File: src/rtl/fsl_pkg.sv
package fsl_pkg;

   // Result codes presented on status_o
   typedef enum logic [1:0] {
      RES_OK      = 2'd0,
      RES_INIT_LO = 2'd1,
      RES_INIT_HI = 2'd2,
      RES_DONE    = 2'd3
   } fsl_result_e;

   typedef enum logic [2:0] {
      PH_IDLE  = 3'd0,
      PH_CLEAR = 3'd1,
      PH_REL   = 3'd2,
      PH_SHIFT = 3'd3,
      PH_WDONE = 3'd4
   } fsl_phase_e;

   function automatic int unsigned max3(int unsigned a, int unsigned b, int unsigned c);
      int unsigned m;
      m = (a > b) ? a : b;
      return (m > c) ? m : c;
   endfunction

endpackage

File: src/rtl/fsl_phase_timer.sv
module fsl_phase_timer #(
   parameter int TW = 20
) (
   input  logic          clk,
   input  logic          rst_n,
   input  logic          clr_i,
   input  logic          run_i,
   input  logic [TW-1:0] limit_i,
   output logic          expired_o
);

   logic [TW-1:0] cnt_q;

   assign expired_o = run_i && (cnt_q == limit_i - TW'(1));

   always_ff @(posedge clk or negedge rst_n) begin
      if (!rst_n)                     cnt_q <= '0;
      else if (clr_i)                 cnt_q <= '0;
      else if (run_i && !expired_o)   cnt_q <= cnt_q + TW'(1);
   end


   timer_bound_chk: assert property (@(posedge clk) disable iff (!rst_n)
      run_i |-> (cnt_q < limit_i));

endmodule

File: src/rtl/fsl_shifter.sv
module fsl_shifter #(
   parameter int CNT_W    = 16,
   parameter int HALF_CYC = 2
) (
   input  logic             clk,
   input  logic             rst_n,
   input  logic             load_i,
   input  logic [CNT_W-1:0] count_i,
   input  logic             en_i,
   input  logic [7:0]       s_data_i,
   input  logic             s_valid_i,
   output logic             s_ready_o,
   output logic             cclk_o,
   output logic             cdata_o,
   output logic             empty_o
);

   localparam int DW = (HALF_CYC > 1) ? $clog2(HALF_CYC) : 1;

   logic [CNT_W-1:0] remain_q;
   logic [7:0]       sh_q;
   logic [2:0]       bit_q;
   logic             full_q;
   logic             hi_q;
   logic             fire;
   logic             tick;

   assign s_ready_o = en_i && !full_q && (remain_q != '0);
   assign fire      = s_valid_i && s_ready_o;
   assign empty_o   = !full_q && (remain_q == '0);
   assign cclk_o    = hi_q;
   assign cdata_o   = sh_q[7];

   generate
      if (HALF_CYC == 1) begin : g_nodiv
         assign tick = full_q;
      end else begin : g_div
         logic [DW-1:0] div_q;
         always_ff @(posedge clk or negedge rst_n) begin
            if (!rst_n)                                div_q <= '0;
            else if (!full_q || fire)                  div_q <= '0;
            else if (div_q == DW'(HALF_CYC - 1))       div_q <= '0;
            else                                       div_q <= div_q + DW'(1);
         end
         assign tick = full_q && (div_q == DW'(HALF_CYC - 1));
      end
   endgenerate

   always_ff @(posedge clk or negedge rst_n) begin
      if (!rst_n) begin
         remain_q <= '0;
         sh_q     <= '0;
         bit_q    <= '0;
         full_q   <= 1'b0;
         hi_q     <= 1'b0;
      end else if (load_i) begin
         remain_q <= count_i;
         full_q   <= 1'b0;
         hi_q     <= 1'b0;
      end else if (fire) begin
         sh_q     <= s_data_i;
         bit_q    <= '0;
         full_q   <= 1'b1;
         hi_q     <= 1'b0;
         remain_q <= remain_q - CNT_W'(1);
      end else if (tick) begin
         if (!hi_q) begin
            hi_q <= 1'b1;
         end else begin
            hi_q <= 1'b0;
            if (bit_q == 3'd7) begin
               full_q <= 1'b0;
            end else begin
               sh_q  <= {sh_q[6:0], 1'b0};
               bit_q <= bit_q + 3'd1;
            end
         end
      end
   end


   data_setup_chk: assert property (@(posedge clk) disable iff (!rst_n)
      $rose(cclk_o) |-> $stable(cdata_o));


   no_take_while_clocking_chk: assert property (@(posedge clk) disable iff (!rst_n)
      cclk_o |-> !s_ready_o);

endmodule

File: src/rtl/fsl_ctrl.sv
module fsl_ctrl
   import fsl_pkg::*;
#(
   parameter int TW          = 20,
   parameter int T_INIT_LOW  = 500_000,
   parameter int T_INIT_HIGH = 500_000,
   parameter int T_DONE      = 1_000_000
) (
   input  logic          clk,
   input  logic          rst_n,
   input  logic          start_i,
   input  logic          init_i,
   input  logic          done_i,
   input  logic          shift_empty_i,
   input  logic          expired_i,
   output logic          load_o,
   output logic          shift_en_o,
   output logic          tmr_clr_o,
   output logic          tmr_run_o,
   output logic [TW-1:0] limit_o,
   output logic          prog_n_o,
   output logic          busy_o,
   output logic          status_valid_o,
   output logic [1:0]    status_o
);

   fsl_phase_e  ph_q, ph_d;
   logic        fin;
   fsl_result_e res;
   logic        svld_q;
   fsl_result_e res_q;

   always_comb begin
      ph_d = ph_q;
      fin  = 1'b0;
      res  = RES_OK;
      unique case (ph_q)
         PH_IDLE:  if (start_i) ph_d = PH_CLEAR;
         PH_CLEAR: if (!init_i) ph_d = PH_REL;
                   else if (expired_i) begin ph_d = PH_IDLE; fin = 1'b1; res = RES_INIT_LO; end
         PH_REL:   if (init_i) ph_d = PH_SHIFT;
                   else if (expired_i) begin ph_d = PH_IDLE; fin = 1'b1; res = RES_INIT_HI; end
         PH_SHIFT: if (shift_empty_i) ph_d = PH_WDONE;
         PH_WDONE: if (done_i) begin ph_d = PH_IDLE; fin = 1'b1; res = RES_OK; end
                   else if (expired_i) begin ph_d = PH_IDLE; fin = 1'b1; res = RES_DONE; end
         default:  ph_d = PH_IDLE;
      endcase
   end

   always_comb begin
      unique case (ph_q)
         PH_CLEAR: limit_o = TW'(T_INIT_LOW);
         PH_REL:   limit_o = TW'(T_INIT_HIGH);
         default:  limit_o = TW'(T_DONE);
      endcase
   end

   assign load_o         = (ph_q == PH_IDLE) && start_i;
   assign shift_en_o     = (ph_q == PH_SHIFT);
   assign tmr_run_o      = (ph_q == PH_CLEAR) || (ph_q == PH_REL) || (ph_q == PH_WDONE);
   assign tmr_clr_o      = (ph_q == PH_IDLE) || (ph_d != ph_q);
   assign prog_n_o       = (ph_q != PH_CLEAR);
   assign busy_o         = (ph_q != PH_IDLE);
   assign status_valid_o = svld_q;
   assign status_o       = res_q;

   always_ff @(posedge clk or negedge rst_n) begin
      if (!rst_n) begin
         ph_q   <= PH_IDLE;
         svld_q <= 1'b0;
         res_q  <= RES_OK;
      end else begin
         ph_q   <= ph_d;
         svld_q <= fin;
         if (fin) res_q <= res;
      end
   end


   status_pulse_chk: assert property (@(posedge clk) disable iff (!rst_n)
      status_valid_o |=> !status_valid_o);


   status_idle_chk: assert property (@(posedge clk) disable iff (!rst_n)
      status_valid_o |-> !busy_o);


   start_clears_chk: assert property (@(posedge clk) disable iff (!rst_n)
      (!busy_o && start_i) |=> !prog_n_o);


   busy_start_chk: assert property (@(posedge clk) disable iff (!rst_n)
      (busy_o && start_i && prog_n_o) |=> prog_n_o);

endmodule

File: src/rtl/fpga_serial_loader.sv
module fpga_serial_loader
   import fsl_pkg::*;
#(
   parameter int CNT_W       = 16,
   parameter int HALF_CYC    = 2,
   parameter int T_INIT_LOW  = 500_000,
   parameter int T_INIT_HIGH = 500_000,
   parameter int T_DONE      = 1_000_000
) (
   input  logic             clk,
   input  logic             rst_n,
   input  logic             start_i,
   input  logic [CNT_W-1:0] byte_count_i,
   input  logic [7:0]       s_data_i,
   input  logic             s_valid_i,
   output logic             s_ready_o,
   output logic             prog_n_o,
   output logic             cclk_o,
   output logic             cdata_o,
   input  logic             init_i,
   input  logic             done_i,
   output logic             busy_o,
   output logic             status_valid_o,
   output logic [1:0]       status_o
);

   localparam int T_MAX = max3(T_INIT_LOW, T_INIT_HIGH, T_DONE);
   localparam int TW    = $clog2(T_MAX + 1);

   generate
      if (T_INIT_LOW < 1 || T_INIT_HIGH < 1 || T_DONE < 1) begin : g_bad_tmo
         $error("timeouts must be at least one cycle");
      end
      if (HALF_CYC < 1) begin : g_bad_half
         $error("HALF_CYC must be at least one");
      end
      if (CNT_W < 1) begin : g_bad_cnt
         $error("CNT_W must be at least one");
      end
   endgenerate

   logic          load;
   logic          shift_en;
   logic          shift_empty;
   logic          tmr_clr;
   logic          tmr_run;
   logic          expired;
   logic [TW-1:0] limit;

   fsl_ctrl #(
      .TW          (TW),
      .T_INIT_LOW  (T_INIT_LOW),
      .T_INIT_HIGH (T_INIT_HIGH),
      .T_DONE      (T_DONE)
   ) u_ctrl (
      .clk            (clk),
      .rst_n          (rst_n),
      .start_i        (start_i),
      .init_i         (init_i),
      .done_i         (done_i),
      .shift_empty_i  (shift_empty),
      .expired_i      (expired),
      .load_o         (load),
      .shift_en_o     (shift_en),
      .tmr_clr_o      (tmr_clr),
      .tmr_run_o      (tmr_run),
      .limit_o        (limit),
      .prog_n_o       (prog_n_o),
      .busy_o         (busy_o),
      .status_valid_o (status_valid_o),
      .status_o       (status_o)
   );

   fsl_phase_timer #(.TW(TW)) u_timer (
      .clk       (clk),
      .rst_n     (rst_n),
      .clr_i     (tmr_clr),
      .run_i     (tmr_run),
      .limit_i   (limit),
      .expired_o (expired)
   );

   fsl_shifter #(.CNT_W(CNT_W), .HALF_CYC(HALF_CYC)) u_shift (
      .clk       (clk),
      .rst_n     (rst_n),
      .load_i    (load),
      .count_i   (byte_count_i),
      .en_i      (shift_en),
      .s_data_i  (s_data_i),
      .s_valid_i (s_valid_i),
      .s_ready_o (s_ready_o),
      .cclk_o    (cclk_o),
      .cdata_o   (cdata_o),
      .empty_o   (shift_empty)
   );


   cclk_busy_chk: assert property (@(posedge clk) disable iff (!rst_n)
      cclk_o |-> busy_o);


   ready_after_release_chk: assert property (@(posedge clk) disable iff (!rst_n)
      s_ready_o |-> (prog_n_o && busy_o));

endmodule

File: config.mk
export PLATFORM = sky130hd
export DESIGN_NAME = fpga_serial_loader
export DESIGN_NICKNAME = d
export VERILOG_FILES = /design/src/rtl/fsl_pkg.sv /design/src/rtl/fsl_phase_timer.sv /design/src/rtl/fsl_shifter.sv /design/src/rtl/fsl_ctrl.sv /design/src/rtl/fpga_serial_loader.sv
export SDC_FILE = /design/constraint.sdc
export NUM_CORES = 1
export LEC_CHECK = 0
export CORE_MARGIN = 4
export CORE_UTILIZATION = 65
export CTS_CLUSTER_SIZE = 24
export DETAILED_ROUTE_END_ITERATION = 8
export DONT_BUFFER_PORTS = 1
export PLACE_DENSITY = 0.81
export SKIP_CTS_REPAIR_TIMING = 1
export SYNTH_ARGS = -nofsm -noshare
export SYNTH_HDL_FRONTEND = slang
export SYNTH_SLANG_ARGS = --single-unit
File: constraint.sdc
create_clock -name clk -period 4.75 [get_ports clk]
set_clock_uncertainty 0.2 [all_clocks]
set_input_delay 0.475 -clock clk [delete_from_list [all_inputs] [get_ports clk]]
set_output_delay 0.475 -clock clk [all_outputs]
set_load 0.05 [all_outputs]
=== Word level (Yosys, flattened, before mapping) ===
Cells that the tools add are included.

* Memory bits (read-only): 0
* RAM bits: 0
* Memories: 0
* Register bits after elaboration: 56
* Word-level logic and storage cells: 96
* Bits of input ports: 30
* Output and inout port bits: 8
* Latch bits: 0

* Order comparisons: 0
* Reduce and logical (&&, ||, !) cells: 28
* Divide/modulo/power cells: 0
* Muxes and demuxes: 43
* Multiply operators: 0
* Bitwise logic cells: 1
* Eq/ne operators: 9
* Shift-type cells: 0
* $add $sub $neg: 5

{| class="wikitable"
|+ Operators with widths
! kind !! number
|-
| $mux 20 || 3
|-
| $mux 16 || 2
|-
| $mux 8 || 4
|-
| $mux 3 || 10
|-
| $add 20x1->20 const B || 1
|-
| $eq 20x20->1 || 1
|-
| $sub 20x1->20 const B || 1
|-
| $logic_not 16->1 || 1
|-
| $mux 1 || 16
|-
| $reduce_bool 16->1 || 1
|-
| $sub 16x1->16 const B || 1
|-
| $pmux 3 s5 || 1
|-
| $reduce_bool 3->1 || 4
|-
| $mux 2 || 5
|-
| $logic_and 1x1->1 || 8
|-
| $reduce_bool 2->1 || 4
|-
| $eq 3x2->1 const B || 2
|-
| $eq 3x3->1 const B || 2
|-
| $pmux 2 s3 || 1
|-
| $logic_or 1x1->1 || 4
|-
| $reduce_and 4->1 || 1
|-
| $add 3x1->3 const B || 1
|-
| $eq 3x1->1 const B || 1
|-
| $logic_not 3->1 || 1
|-
| 9 further kinds || 10
|}

=== Logic depth before layout (Yosys ltp) ===
* Word-level depth: 12
* Mapped depth: 9
* Mapped depth without buffers: 8

=== Hierarchy ===
A second synthesis with hierarchy kept.

* Cell total of the unflattened synthesis: 510
* Area, all modules: 4560.6 um^2

{| class="wikitable"
|+ By module, submodules not included
! module !! instances !! cells each !! area each (um^2) !! sequential area each (um^2)
|-
| fsl_phase_timer || 1 || 244 || 2075.7 || 500.5
|-
| fsl_shifter || 1 || 181 || 1751.7 || 750.7
|-
| fsl_ctrl || 1 || 85 || 733.2 || 150.1
|}

=== Worst setup path before layout ===
No wires, ideal clock.

* Kind: register to register
* Start: register u_shift.remain_q[0]
* End: register u_timer.cnt_q[18]
* Clock period less this slack: 2.560 ns
* Slack: 2.190 ns
* Data arrival time: 2.212 ns
* Library setup time: 0.148 ns
* Data required time: 4.402 ns
* Stages on the path, launching flop included: 9
* Path buffers: 1
* Path through: dfrtp_1 > inv_1 > ha_1 > or3b_2 > or4_4 > o31a_1 > o22ai_2 > buf_6 > nor3_1

* Longest elaborated chain between the ends: 7
* Elaborated cells on any way between the ends: 8
* Those cells by class: eq/ne: 1; mux: 3; reduce/logical: 4

{| class="wikitable"
|+ RTL lines
! item !! line !! source
|-
| start, declared || fsl_shifter.sv:20 || <nowiki>logic [CNT_W-1:0] remain_q;</nowiki>
|-
| start signal, assigned || fsl_shifter.sv:57 || <nowiki>remain_q <= count_i;</nowiki>
|-
| start signal, assigned || fsl_shifter.sv:65 || <nowiki>remain_q <= remain_q - CNT_W'(1);</nowiki>
|-
| $logic_not 16->1 (*) || fsl_shifter.sv:30 || <nowiki>assign empty_o = !full_q && (remain_q == '0);</nowiki>
|-
| $logic_and 1x1->1 (*) || fsl_shifter.sv:30 ||
|-
| $mux 3 (*) || fsl_ctrl.sv:43 || <nowiki>PH_SHIFT: if (shift_empty_i) ph_d = PH_WDONE;</nowiki>
|-
| $pmux 3 s5 (*) || fsl_ctrl.sv:37 || <nowiki>unique case (ph_q)</nowiki>
|-
| $ne 3x3->1 (*) || fsl_ctrl.sv:61 || <nowiki>assign tmr_clr_o = (ph_q == PH_IDLE) || (ph_d != ph_q);</nowiki>
|-
| $logic_or 1x1->1 (*) || fsl_ctrl.sv:61 ||
|-
| $mux 20 or $reduce_bool 2->1 (tied branches) || - ||
|-
| end signal, assigned || fsl_phase_timer.sv:19 || <nowiki>else if (run_i && !expired_o) cnt_q <= cnt_q + TW'(1);</nowiki>
|-
| end, declared || fsl_phase_timer.sv:12 || <nowiki>logic [TW-1:0] cnt_q;</nowiki>
|}

Every way passes the cells marked *; elsewhere a longest branch is shown, timed or not.
A chain may end at the register's enable or synchronous reset.

=== Worst setup path in the final report ===
* Start: register u_shift.remain_q[0]
* End: output port s_ready_o

* Longest elaborated chain between the ends: 2

{| class="wikitable"
|+ RTL lines
! item !! line !! source
|-
| $reduce_bool 16->1 || fsl_shifter.sv:28 || <nowiki>assign s_ready_o = en_i && !full_q && (remain_q != '0);</nowiki>
|-
| $logic_and 1x1->1 || fsl_shifter.sv:28 ||
|-
| end, declared || fpga_serial_loader.sv:16 || <nowiki>output logic s_ready_o,</nowiki>
|}

Every way passes these cells.

==> results.ini <==
[outcome]
status=complete, no violations

[sta]
worst_slack_ns=1.73
whs_ns=0.0355
grt_setup_unrepaired=no
max_freq_mhz=331
relSlewSlack=0.326
tightest_slew_ns=1.01
fin_crit_ns=3.02
fin_crit_sh=0.636
drv_slew=0
hold_viol_final=0
fin_setup_tns_ns=0
setup_violations=0

[yosys]
synth_flop_cell=dfrtp_1
synth_top_area_frac=0.425
synthesis.nets=386
syn_inst=352
yosys.area.top_type=dfrtp_1
ys_top_cells_by_area=dfrtp_1 43%, nor3_2 5.5%, xnor2_1 5.3%
ys_seq_area_frac=0.425
ys_warn_count=0
syn-mean-instance-area_um2=9.37
netlist_area_mm2=0.00330
synth_cell_type_count=54
synth_async_sr_flop_share=1.00
ys_ff_latch=56
synth_edf_count=0

[worst_setup_path]
timing.rr.start=u_shift.remain_q[0]
cp-end-kind=primary output
r2r-end=u_timer.cnt_q[18]
crit_type=reg2out
reg2reg_depth=9
max_stage_delay_ns=0.47
cp_slowest_cell=or3b_2
cp_max_fo=6
start_kind=flip-flop
worstPathArrival_ns=2.34
r2r_setup_slack_ns=1.77
path_cells=inv_1 > ha_1 > or3b_2 > or4_4 > and2_1
required_ns=4.07

[cts]
clockBufferDepth=2
cts-buffers-inserted=5
clock-sinks=56
path_clk_slew_ns=0.10
cts_tree=done
clk_latency_ns=0.31
htree_levels=2
clockRootBuffer=clkbuf_8

[power_and_ir_drop]
leakage_nw=1.38
power.density_mw_per_mm2=516
total_power_mw=1.77
ir_drop_uv=366

[global_route]
grt_max_degree=57
grt_use_total=0.232
grt_pass1_wl_mm=11.7
grt_overflow=0
antenna_found_initial=0
grt_pass1_vias=2513

[floorplanning]
start_util=0.684
core_mm2=0.00482
die_h_um=79.2
rows=25
chipWidth_um=79.2
ios=38
die-area_mm2=0.00628

[worst_hold_path]
hp-class=in2reg
min_from=init_i
hold-path-cell-count=1
min_to=u_ctrl.status_valid_o

[detailed_routing]
drt_first_pass_iters=4
post_drt_wl_per_cell_um=16.1
final_antenna_net_count=0
viasPerCell=6.13
routed_wl_mm=6.67
via_count=2537
drc_errors=0
drt-initial-drc-count=153

[finish]
seqCellArea_mm2=0.00140
utilization=0.714
final_common_cell=dfrtp_1
area_delta_synth_final_pct=4.33
layout.cells.non_filler=414
multi_input_area_mm2=0.00177
final_cell_mix=56 x dfrtp_1, 44 x nand2_1, 22 x nor2_1
antenna_cells=0
num-nets-final=380
layout-drive-gt1-share=0.115
fin_area_mm2=0.00344
nFillCells=388

[place]
post-dp-hpwl_mm=4.72
pre_cts_ws_ns=1.77
placedCellCount=404
gp_congestion=0.918
io_buffers=0
place_area_mm2=0.00331

[job]
max_cap_violations=0

## power by group
| group | switching, mW | leakage (nW) | total, mW | internal (mW) |
|---|---|---|---|---|
| sequential | 0.159 | 0.742 | 0.760 | 0.602 |
| combinational | 0.496 | 0.598 | 0.746 | 0.250 |
| clock | 0.163 | 0.0445 | 0.268 | 0.105 |
| total | 0.818 | 1.38 | 1.77 | 0.957 |
## cells by family (layout without fill, tap and decap cells)
logic type | Yosys count | after routing | share of synthesized area
fa+ha+maj | 4 | 4 | 0.0152
simple gates | 164 | 164 | 0.285
flops | 56 | 56 | 0.425
xor+xnor | 32 | 32 | 0.0850
buf+inv | 28 | 23 | 0.0398
compound gates | 59 | 59 | 0.123
mux | 9 | 9 | 0.0273
## sequential cells by signal, summed over array words and instances, names as in the netlist
register,flops
u_timer.cnt_q,20
u_shift.remain_q,16
u_shift.sh_q,8
u_ctrl.ph_q,3
u_shift.bit_q,3
u_ctrl.status_o,2
u_ctrl.status_valid_o,1
u_shift.cclk_o,1
u_shift.full_q,1
u_shift.g_div.div_q,1
## per-layer routing
| layer | track usage | share of wire |
|---|---|---|
| met1 | 0.303 | 0.46 |
| met2 | 0.393 | 0.49 |
| met3 | 0.0420 | 0.039 |
| met4 | 0.0722 | 0.012 |
| met5 | 0 | 0 |
## area by class of cell
cell class | count | share of cell area
clock buffers | 5 | 0.0200
clock inverters | 3 | 0.00618
inverters | 10 | 0.0109
multi-input cells | 268 | 0.514
flip-flops and latches | 56 | 0.407
well taps | 67 | 0.0244
repair buffers | 5 | 0.0175
## worst max-delay path by stage
stage / startpoint / endpoint / slack (ns) / cells after the start
after floorplan: u_shift.remain_q[0] / u_timer.cnt_q[18] / 2.19 / 8
after global placement: u_shift.remain_q[0] / u_timer.cnt_q[1] / 1.85 / 9
after detailed placement: u_shift.remain_q[0] / u_timer.cnt_q[18] / 1.77 / 9
after CTS: u_shift.remain_q[0] / s_ready_o / 1.73 / 5
after global routing: u_shift.remain_q[0] / u_timer.cnt_q[18] / 1.54 / 9
final: u_shift.remain_q[0] / s_ready_o / 1.73 / 5
## cells in the mapped netlist, types with 3 or more instances
master     n
a21oi_1    5
a22o_1     3
buf_6      3
clkbuf_1  13
dfrtp_1   56
ha_1       4
inv_1     10
mux2i_1    9
nand2_1   44
nand2b_1   3
nand3_1   13
nand4_1    8
nand4b_1   3
nor2_1    23
nor3_1    17
nor3_2    18
nor4_1    13
o211ai_1   4
o21ai_0   18
o21ai_1    8
or3_1      3
or4_4      3
xnor2_1   20
xor2_1    12
## worst max-delay path, delay by kind of cell, from the launching register on
family                   cells  cell delay, ns
adder cells (fa/ha/maj)      1            0.26
AND/OR/NAND/NOR              3            1.27
flip-flops                   1            0.42
buffers and inverters        1            0.07
No activity file was read; power rests on OpenSTA's default activity.
